[src/rtl/atc_pkg.sv]
package atc_pkg;
   localparam int unsigned ATC_CODE_W  = 6;
   localparam int unsigned ATC_STEP_W  = 2;
   localparam int unsigned ATC_MAX_CODE = 40;
   localparam int unsigned ATC_FA_BASE = 4;

   typedef struct packed {
      logic [ATC_STEP_W-1:0] step_sel;
      logic [ATC_CODE_W-1:0] gain_code;
   } atc_ctrl_t;

   function automatic int unsigned atc_therm_width(input int unsigned max_code,
                                                   input int unsigned fa_base,
                                                   input int unsigned step_w);
      return max_code + (fa_base << ((1 << step_w) - 1));
   endfunction
endpackage

[src/rtl/atc_fa_sync.sv]
module atc_fa_sync #(
   parameter int unsigned STAGES = 2
) (
   input  logic clk,
   input  logic rst_n,
   input  logic async_in,
   output logic sync_out
);
   logic [STAGES-1:0] chain_q;

   generate
      if (STAGES < 2) begin : g_bad_stages
         $error("atc_fa_sync: STAGES must be at least 2");
      end
   endgenerate

   always_ff @(posedge clk or negedge rst_n) begin
      if (!rst_n) begin
         chain_q <= '0;
      end else begin
         chain_q <= {chain_q[STAGES-2:0], async_in};
      end
   end

   assign sync_out = chain_q[STAGES-1];
endmodule

[src/rtl/atc_count_calc.sv]
module atc_count_calc #(
   parameter int unsigned CODE_W   = 6,
   parameter int unsigned STEP_W   = 2,
   parameter int unsigned MAX_CODE = 40,
   parameter int unsigned FA_BASE  = 4,
   parameter int unsigned CNT_W    = 7
) (
   input  logic [CODE_W-1:0] gain_code,
   input  logic [STEP_W-1:0] step_sel,
   input  logic              fa_active,
   output logic [CNT_W-1:0]  eff_cnt
);
   localparam int unsigned CODE_SPAN = 1 << CODE_W;

   logic [CNT_W-1:0] prog_cnt;
   logic [CNT_W-1:0] fa_cnt;

   generate
      if (MAX_CODE >= CODE_SPAN) begin : g_no_clamp
         always_comb prog_cnt = CNT_W'(gain_code);
      end else begin : g_clamp
         always_comb begin
            if (CNT_W'(gain_code) >= CNT_W'(MAX_CODE)) prog_cnt = CNT_W'(MAX_CODE);
            else                                       prog_cnt = CNT_W'(gain_code);
         end
      end
   endgenerate

   always_comb begin
      fa_cnt = fa_active ? (CNT_W'(FA_BASE) << step_sel) : '0;
      eff_cnt = prog_cnt + fa_cnt;
   end
endmodule

[src/rtl/atc_therm_enc.sv]
module atc_therm_enc #(
   parameter int unsigned THERM_W = 72,
   parameter int unsigned CNT_W   = 7
) (
   input  logic [CNT_W-1:0]   cnt,
   output logic [THERM_W-1:0] therm
);
   generate
      for (genvar i = 0; i < THERM_W; i++) begin : g_cell
         assign therm[i] = (cnt > CNT_W'(i));
      end
   endgenerate
endmodule

[src/rtl/atten_therm_ctrl.sv]
module atten_therm_ctrl
   import atc_pkg::*;
#(
   parameter int unsigned CODE_W      = ATC_CODE_W,
   parameter int unsigned STEP_W      = ATC_STEP_W,
   parameter int unsigned MAX_CODE    = ATC_MAX_CODE,
   parameter int unsigned FA_BASE     = ATC_FA_BASE,
   parameter int unsigned SYNC_STAGES = 2,
   localparam int unsigned BYTE_W  = CODE_W + STEP_W,
   localparam int unsigned THERM_W = atc_therm_width(MAX_CODE, FA_BASE, STEP_W),
   localparam int unsigned CNT_W   = $clog2(THERM_W + 1)
) (
   input  logic               clk,
   input  logic               rst_n,
   input  logic               ctrl_we,
   input  logic [BYTE_W-1:0]  ctrl_byte,
   input  logic               fast_atk,
   output logic [THERM_W-1:0] therm_en,
   output logic [CNT_W-1:0]   atten_cnt
);
   localparam logic [CNT_W-1:0] TOP_CNT = CNT_W'(THERM_W);

   generate
      if (MAX_CODE == 0) begin : g_bad_max
         $error("atten_therm_ctrl: MAX_CODE must be nonzero");
      end
      if (FA_BASE == 0) begin : g_bad_base
         $error("atten_therm_ctrl: FA_BASE must be nonzero");
      end
   endgenerate

   logic [BYTE_W-1:0]  ctrl_q;
   logic               fa_s;
   logic [CNT_W-1:0]   next_cnt;
   logic [THERM_W-1:0] next_therm;

   always_ff @(posedge clk or negedge rst_n) begin
      if (!rst_n)       ctrl_q <= '0;
      else if (ctrl_we) ctrl_q <= ctrl_byte;
   end

   atc_fa_sync #(.STAGES(SYNC_STAGES)) u_sync (
      .clk      (clk),
      .rst_n    (rst_n),
      .async_in (fast_atk),
      .sync_out (fa_s)
   );

   atc_count_calc #(
      .CODE_W   (CODE_W),
      .STEP_W   (STEP_W),
      .MAX_CODE (MAX_CODE),
      .FA_BASE  (FA_BASE),
      .CNT_W    (CNT_W)
   ) u_calc (
      .gain_code (ctrl_q[CODE_W-1:0]),
      .step_sel  (ctrl_q[BYTE_W-1:CODE_W]),
      .fa_active (fa_s),
      .eff_cnt   (next_cnt)
   );

   atc_therm_enc #(.THERM_W(THERM_W), .CNT_W(CNT_W)) u_enc (
      .cnt   (next_cnt),
      .therm (next_therm)
   );

   always_ff @(posedge clk or negedge rst_n) begin
      if (!rst_n) begin
         therm_en  <= '0;
         atten_cnt <= '0;
      end else begin
         therm_en  <= next_therm;
         atten_cnt <= next_cnt;
      end
   end

   // output vector is a contiguous run of ones from bit 0
   p_therm_shape_r6: assert property (@(posedge clk) disable iff (!rst_n)
      ((therm_en & (therm_en + THERM_W'(1))) == '0));

   // ones in the vector match the reported count
   p_therm_count_r6: assert property (@(posedge clk) disable iff (!rst_n)
      ($countones(therm_en) == int'(atten_cnt)));

   // total never exceeds the cell bank
   p_cnt_bound_r4: assert property (@(posedge clk) disable iff (!rst_n)
      (atten_cnt <= TOP_CNT));

   // stored byte holds without a strobe
   p_hold_r9: assert property (@(posedge clk) disable iff (!rst_n)
      (!ctrl_we |=> $stable(ctrl_q)));

   // with fast attack inactive the count stays within the programmed range
   p_release_r5: assert property (@(posedge clk) disable iff (!rst_n)
      (!fa_s |=> (atten_cnt <= CNT_W'(MAX_CODE))));
endmodule

[config.mk]
export PLATFORM = sky130hd
export DESIGN_NAME = atten_therm_ctrl
export DESIGN_NICKNAME = d
export VERILOG_FILES = /design/src/rtl/atc_pkg.sv /design/src/rtl/atc_fa_sync.sv /design/src/rtl/atc_count_calc.sv /design/src/rtl/atc_therm_enc.sv /design/src/rtl/atten_therm_ctrl.sv
export SDC_FILE = /design/constraint.sdc
export NUM_CORES = 1
export LEC_CHECK = 0
export CORE_ASPECT_RATIO = 1.5
export CORE_MARGIN = 5
export CORE_UTILIZATION = 43
export DETAILED_ROUTE_END_ITERATION = 7
export GPL_ROUTABILITY_DRIVEN = 0
export PLACE_DENSITY = 0.72
export REMOVE_ABC_BUFFERS = 1
export SLEW_MARGIN = 5
export SYNTH_ARGS = -nofsm -noshare
export SYNTH_HDL_FRONTEND = slang
export SYNTH_SLANG_ARGS = --single-unit
[constraint.sdc]
create_clock -name clk -period 2.6 [get_ports clk]
set_clock_uncertainty 0.1 [all_clocks]
set_input_delay 0.78 -clock clk [delete_from_list [all_inputs] [get_ports clk]]
set_output_delay 0.78 -clock clk [all_outputs]
set_load 0.02 [all_outputs]
==> results by group, run 1 <==
Pwr
  – Net Sw Power: ~1.4 mW
  – Leakage: between 1.5 and 2 nW
  – Flop pwr share: 41.4%
  – Worst VDD drop: 0.436 mV
  – Clock share of power: 21.1%
  – Int Pwr: 2.86 mW
  – PwrDens: 944 nW/µm²
  – Sw frac: about a third
  – Comb pwr share: 37.5%

Outcome
  – Status: finished, final reports clean

CTS
  – Num CTS Buffers: 9
  – Root Buffer: clkbuf_8
  – Post-CTS setup buffer count: 0
  – CTS max path bufs: 2
  – Post-CTS Resized: 0
  – H-tree levels: 3
  – TritonCTS clock tree: built
  – Worst-path clk slew: 0.08 ns
  – Cts hold-fix bufs: 0
  – CTS sink cnt: just under 90
  – Worst skew pair latency: 0.35 ns

Floorplanning
  – Std cell rows: 38
  – Initial Util: 44.5%
  – Die area: 9390 µm²
  – Chip width: 80.8 µm
  – Core area: 7270 µm²
  – Top Ports: between 90 and 100
  – Die Ht: 116 µm

Logic synthesis
  – Sequential fraction of the synthesis area: between 60% and 70%
  – Share of the synthesized area in the top cell type: about 69%
  – Post-synth EDFFs: 0
  – List of most frequent post-synthesis cells: dfrtp_1 (89), o21ai_1 (24), nand3_1 (20), nor2_1 (15), a21oi_1 (14)
  – Synthesized area per cell: 12.4 µm²
  – Cells after synthesis: between 200 and 300
  – Yosys warning total: 0
  – Register bit total from synthesis: 89
  – Synth top area cells: dfrtp_1 (69%), o21ai_1 (3.7%), nand3_1 (3.1%)
  – Cell Area, Synth: 3230 µm²
  – Synth unique cells: 31
  – Post-synth ARST share: 100%
  – Ys flop type: dfrtp_1
  – Most common cell in the netlist: dfrtp_1
  – Area leader, netlist: dfrtp_1

Layout
  – Diodes inserted: 0
  – Share of layout cells above drive strength 1: between 10% and 20%
  – Layout area overhead: 40.2%
  – Layout Nets: 370

STA
  – Final period util: 93.8%
  – Fmax: ~400 MHz
  – RSZ-0062 raised after global routing: true
  – Worst Setup Slack, final: around 0.16 ns
  – Final setup fails: 0
  – Pins over their slew limit: 0
  – WHS: 0.265 ns
  – Pin slew with the least headroom to its limit: between 0.5 and 0.6 ns
  – Final hold vios: 0
  – Relative slew slack: between 60% and 70%
  – Tmin final: 2.44 ns

Critical path
  – Req. time, crit path: 2.71 ns
  – R2R cell count: 7
  – CP Capture Type: register
  – Crit Path Category: reg2reg
  – CP arrival: 2.55 ns
  – Startpoint types: register
  – Max Fanout on Critical Path: 7

Drt
  – Detail Route Antenna Nets: 0
  – Vias: 2,294
  – Final wirelength: 6.99 mm
  – Vias per inst: 5.01
  – Initial DRC Count: 109
  – # DRC: 0
  – WL/cell: 15.3 µm
  – DR pass1 iterations: 4

GRT
  – Busiest grt layer: met2
  – Total GRT Usage: 16.0%
  – First-pass GRT wire length: roughly 11 mm
  – Initial antenna violation count: 0
  – GR Util met2: roughly 28%
  – Met1 Use GR: 17.6%
  – Number of global-route vias before repair: 2,185
  – Remaining global-route overflow: 0
  – Largest net degree at the start of global routing: 49
  – Met3 GRT Util: 4.94%

Hold path
  – Hold path depth: 0
  – Hold Crit Class: reg2reg

Placed design
  – Dpl hpwl: 5.11 mm
  – Port bufs: 90
  – Place WS: 0.121 ns

Run
  – Number of max-cap violations: 0
cell families after synthesis:
| kind of cell | count (synthesis) | synth area share [%] |
|---|---|---|
| mux | 8 | 2.79 |
| xor+xnor | 2 | 1.01 |
| flops | 89 | 68.9 |
| fa+ha+maj | 5 | 2.17 |
| simple gates | 63 | 9.52 |
| compound gates | 68 | 12.3 |
| buf+inv | 26 | 3.40 |
metal layers:
metal	part of all wire, %	vias to the layer above	wire (µm)
li1	-	1090	-
met5	0	-	0
met4	2.9	0	204
met2	55	56	3860
met3	4.9	13	339
met1	37	1135	2580
critical path, cell delays in order, from the launching register on:
cell and delay, ns:
dfrtp_1 0.40, o21ai_0 0.26, and2_1 0.18, ha_1 0.18, fa_1 0.52, buf_4 0.20
o21ai_0 0.31, nand3_1 0.16
state kept, by name (all words and copies together) (netlist names):
name and flops:
atten_cnt 7, ctrl_q 8, therm_en 72, u_sync.chain_q 2
placed cells by master (no fill, tap or decap):
| cell | instances |
|---|---|
| nor2b_1 | 1 |
| clkinv_2 | 2 |
| a21oi_4 | 1 |
| buf_4 | 8 |
| fa_1 | 1 |
| buf_12 | 5 |
| bufinv_16 | 1 |
| mux2_2 | 8 |
| o21a_1 | 1 |
| nor3_1 | 2 |
| a21o_1 | 3 |
| nand2b_2 | 1 |
| and3b_1 | 1 |
| and2_1 | 3 |
| o21ai_1 | 24 |
| dfrtp_1 | 89 |
| o311ai_1 | 2 |
| o211ai_1 | 4 |
| o31ai_1 | 8 |
| a31oi_1 | 1 |
| a21oi_2 | 2 |
| nand2_2 | 1 |
| and3_1 | 2 |
| a21oi_1 | 13 |
| nor3b_1 | 1 |
| nand2_1 | 9 |
| nor2_1 | 15 |
| clkbuf_1 | 3 |
| inv_1 | 4 |
| clkdlybuf4s50_1 | 89 |
| nand3_1 | 20 |
| inv_2 | 1 |
| xnor2_2 | 1 |
| nand2b_1 | 1 |
| o21ai_0 | 9 |
| nand4_1 | 6 |
| xor2_4 | 1 |
| ha_1 | 4 |
| clkbuf_8 | 10 |
worst paths after layout:
check                                            start                          end  slack, ns
setup / recovery                 ctrl_q[4]$_DFFE_PN0P_       therm_en[21]$_DFF_PN0_       0.16
hold / removal             u_sync.chain_q[0]$_DFF_PN0_  u_sync.chain_q[1]$_DFF_PN0_       0.27
setup reg to reg                 ctrl_q[4]$_DFFE_PN0P_       therm_en[21]$_DFF_PN0_       0.16
hold reg to reg            u_sync.chain_q[0]$_DFF_PN0_  u_sync.chain_q[1]$_DFF_PN0_       0.27
max in group asynchronous                        rst_n       therm_en[22]$_DFF_PN0_       1.48
min in group asynchronous                        rst_n       therm_en[49]$_DFF_PN0_       0.30
power by group through the flow:
| stage | Sequential, mW | Combinational (mW) | Clock (mW) |
|---|---|---|---|
| floorplan | 2.15 | 0.419 | 0 |
| global route | 1.81 | 1.72 | 0.988 |
| global placement | 1.80 | 1.59 | 0 |
| detailed placement | 1.81 | 1.62 | 0 |
| CTS | 1.78 | 1.62 | 0.929 |
| finish | 1.77 | 1.61 | 0.905 |
layout make-up:
| type | count | area [µm²] |
|---|---|---|
| clock inverters | 3 | 40.0 |
| multi-input cells | 146 | 925 |
| inverters | 5 | 18.8 |
| clock buffers | 13 | 149 |
| fillers | 591 | 2740 |
| flip-flops and latches | 89 | 2230 |
| repair buffers | 102 | 1050 |
| well taps | 100 | 125 |
through the flow:
stage / utilization, % / std cells / cell area, µm² / power (mW) / setup TNS, ns
floorplan: - / 240 / 3140 / 2.57 / -61.72
global placement: 59.6 / 442 / 4340 / 3.40 / 0
detailed placement: 59.6 / 442 / 4340 / 3.42 / 0
CTS: 62.2 / 458 / 4530 / 4.33 / 0
global route: 62.3 / 458 / 4540 / 4.51 / -0.0275
finish: 62.3 / 458 / 4540 / 4.28 / 0
(Power assumes the default switching activity.)
==> inputs of run 2 (changes only) <==
--- a/config.mk
+++ b/config.mk
@@ -10,9 +10,9 @@
 export CORE_UTILIZATION = 43
 export DETAILED_ROUTE_END_ITERATION = 7
 export GPL_ROUTABILITY_DRIVEN = 0
+export GPL_TIMING_DRIVEN = 0
 export PLACE_DENSITY = 0.72
 export REMOVE_ABC_BUFFERS = 1
-export SLEW_MARGIN = 5
 export SYNTH_ARGS = -nofsm -noshare
 export SYNTH_HDL_FRONTEND = slang
 export SYNTH_SLANG_ARGS = --single-unit
==> results by group, run 2 (same netlist as run 1, synthesis figures left out) <==
Floorplanning
  – Top Ports: 91 (unchanged)
  – Std cell rows: 38 (unchanged)
  – Die area: 9390 µm² (unchanged)
  – Core area: 7270 µm² (unchanged)
  – Die Ht: 116 µm (unchanged)
  – Initial Util: 44.5% (unchanged)
  – Chip width: 80.8 µm (unchanged)

Layout
  – Diodes inserted: 0 (unchanged)
  – Number of flip-flops under the largest register name: 72 (unchanged)
  – Most flops, register: therm_en (unchanged)
  – Fin cells: 458 (unchanged)
  – Top flop regs: therm_en x72, ctrl_q x8, atten_cnt x7 (unchanged)
  – Share of layout cells above drive strength 1: 13.4% (was 11.7%)
  – Most frequent cells in the layout: dfrtp_1 (89), clkdlybuf4s50_1 (89), o21ai_1 (24) (unchanged)
  – Fillers: 577 (was 591)
  – Layout Nets: 370 (unchanged)
  – Layout area overhead: 42.7% (was 40.2%)

CTS
  – H-tree levels: 3 (unchanged)
  – Root Buffer: clkbuf_8 (unchanged)
  – Worst-path clk slew: 0.08 ns (about the same)
  – TritonCTS clock tree: built (unchanged)
  – Num CTS Buffers: 9 (unchanged)
  – CTS sink cnt: 89 (unchanged)
  – Worst skew pair latency: 0.36 ns (was 0.35 ns)
  – CTS max path bufs: 2 (unchanged)

GRT
  – Largest net degree at the start of global routing: 49 (unchanged)
  – First-pass GRT wire length: 11.8 mm (was 11.0 mm)
  – Remaining global-route overflow: 0 (unchanged)
  – Number of global-route vias before repair: 2,202 (was 2,185)
  – Initial antenna violation count: 0 (unchanged)
  – Total GRT Usage: 17.3% (was 16.0%)

STA
  – Setup TNS: 0 ns (unchanged)
  – Pins over their slew limit: 0 (unchanged)
  – RSZ-0062 raised after global routing: false (was true)
  – Pin slew with the least headroom to its limit: 0.533 ns (was 0.534 ns)
  – Final setup fails: 0 (unchanged)
  – Tmin final: 2.44 ns (about the same)
  – Relative slew slack: 64.5% (was 64.4%)
  – Fmax: 409 MHz (was 410 MHz)
  – Final hold vios: 0 (unchanged)
  – Final period util: 94.0% (was 93.8%)
  – WHS: 0.258 ns (was 0.265 ns)

Critical path
  – Req. time, crit path: 2.73 ns (was 2.71 ns)
  – Max Fanout on Critical Path: 27 (was 7)
  – CP arrival: 2.58 ns (was 2.55 ns)
  – Crit Path Category: reg2reg (unchanged)
  – Startpoint types: register (unchanged)
  – CP Capture Type: register (unchanged)

Drt
  – Vias: 2,319 (was 2,294)
  – Final wirelength: 7.51 mm (was 6.99 mm)
  – WL/cell: 16.4 µm (was 15.3 µm)
  – # DRC: 0 (unchanged)
  – DR pass1 iterations: 4 (unchanged)
  – Detail Route Antenna Nets: 0 (unchanged)
  – Vias per inst: 5.06 (was 5.01)
  – Initial DRC Count: 110 (was 109)

Placed design
  – Placed Instances: 434 (was 442)
  – Dpl hpwl: 4.89 mm (was 5.11 mm)
  – Port bufs: 90 (unchanged)

Pwr
  – Final Total Pwr: 4.35 mW (was 4.28 mW)
  – Leakage: 1.98 nW (was 1.97 nW)
  – Worst VDD drop: 0.467 mV (was 0.436 mV)
  – PwrDens: 942 nW/µm² (was 944 nW/µm²)

Hold path
  – Hold Crit Class: reg2reg (unchanged)

Run
  – Number of max-cap violations: 0 (unchanged)

Outcome
  – Status: finished, final reports clean (unchanged)
run 2: cell types whose count changed in the layout (fill, tap and decap cells not counted), sizes merged:
cell / previous run / this run
buf: 13 / 11
xor2: 1 / 2
a21oi: 16 / 17
run 2: final cells by class:
cell class                 instances  area, µm²  share of cell area (%)
clock inverter                     3       40.0                   0.868
sequential                        89       2230                    48.3
inverter                           5       21.3                   0.461
timing repair buffer             100       1060                    22.9
clock buffer                      13        149                    3.23
tap                              100        125                    2.71
multi-input combinational        148        993                    21.5
run 2: path summary, 6_finish.rpt:
path | startpoint | end | slack, ns | cells after the start
setup / recovery | ctrl_q[4]$_DFFE_PN0P_ | therm_en[26]$_DFF_PN0_ | 0.16 | 8
hold / removal | u_sync.chain_q[0]$_DFF_PN0_ | u_sync.chain_q[1]$_DFF_PN0_ | 0.26 | 0
setup reg to reg | ctrl_q[4]$_DFFE_PN0P_ | therm_en[26]$_DFF_PN0_ | 0.16 | 8
hold reg to reg | u_sync.chain_q[0]$_DFF_PN0_ | u_sync.chain_q[1]$_DFF_PN0_ | 0.26 | 0
max in group asynchronous | rst_n | atten_cnt[6]$_DFF_PN0_ | 1.50 | 2
min in group asynchronous | rst_n | therm_en[51]$_DFF_PN0_ | 0.29 | 1
run 2: worst max-delay path, cell delays in order (launching register included):
cell	delay [ns]
dfrtp_1	0.42
o21ai_2	0.25
nand2b_1	0.15
ha_1	0.31
a21o_1	0.19
a21oi_4	0.27
xor2_4	0.32
buf_16	0.20
o211ai_1	0.10
run 2: report_power, final:
part / internal (mW) / leakage (nW) / switching, mW
Clock: 0.469 / 0.0974 / 0.450
Sequential: 1.67 / 1.05 / 0.0939
Combinational: 0.736 / 0.833 / 0.926
run 2: timing repair:
| action | in CTS | in global routing |
|---|---|---|
| setup endpoints to repair | 74 | 37 |
| pin swaps | 1 | 0 |
| resized for setup | 8 | 6 |
| gates cloned | 2 | 0 |
| hold buffers | 0 | 0 |
| setup buffers | 4 | 2 |
run 2: metrics by stage:
stage                     setup WS, ns  area, µm²  util [%]
after floorplan                 -0.938       3140         -
after global placement           -2.26       4170      57.3
after detailed placement        -0.571       4290      58.9
after CTS                       0.0585       4580      62.9
after global routing            0.0221       4610      63.4
final                            0.157       4610      63.4
run 2: per-layer routing:
metal / GRT usage (%) / vias up / part of all wire, %
met2: 29.5 / 63 / 56
met4: 6.43 / 0 / 1.7
met5: 0 / - / 0
met3: 4.86 / 10 / 4.8
li1: - / 1095 / -
met1: 20.7 / 1151 / 37
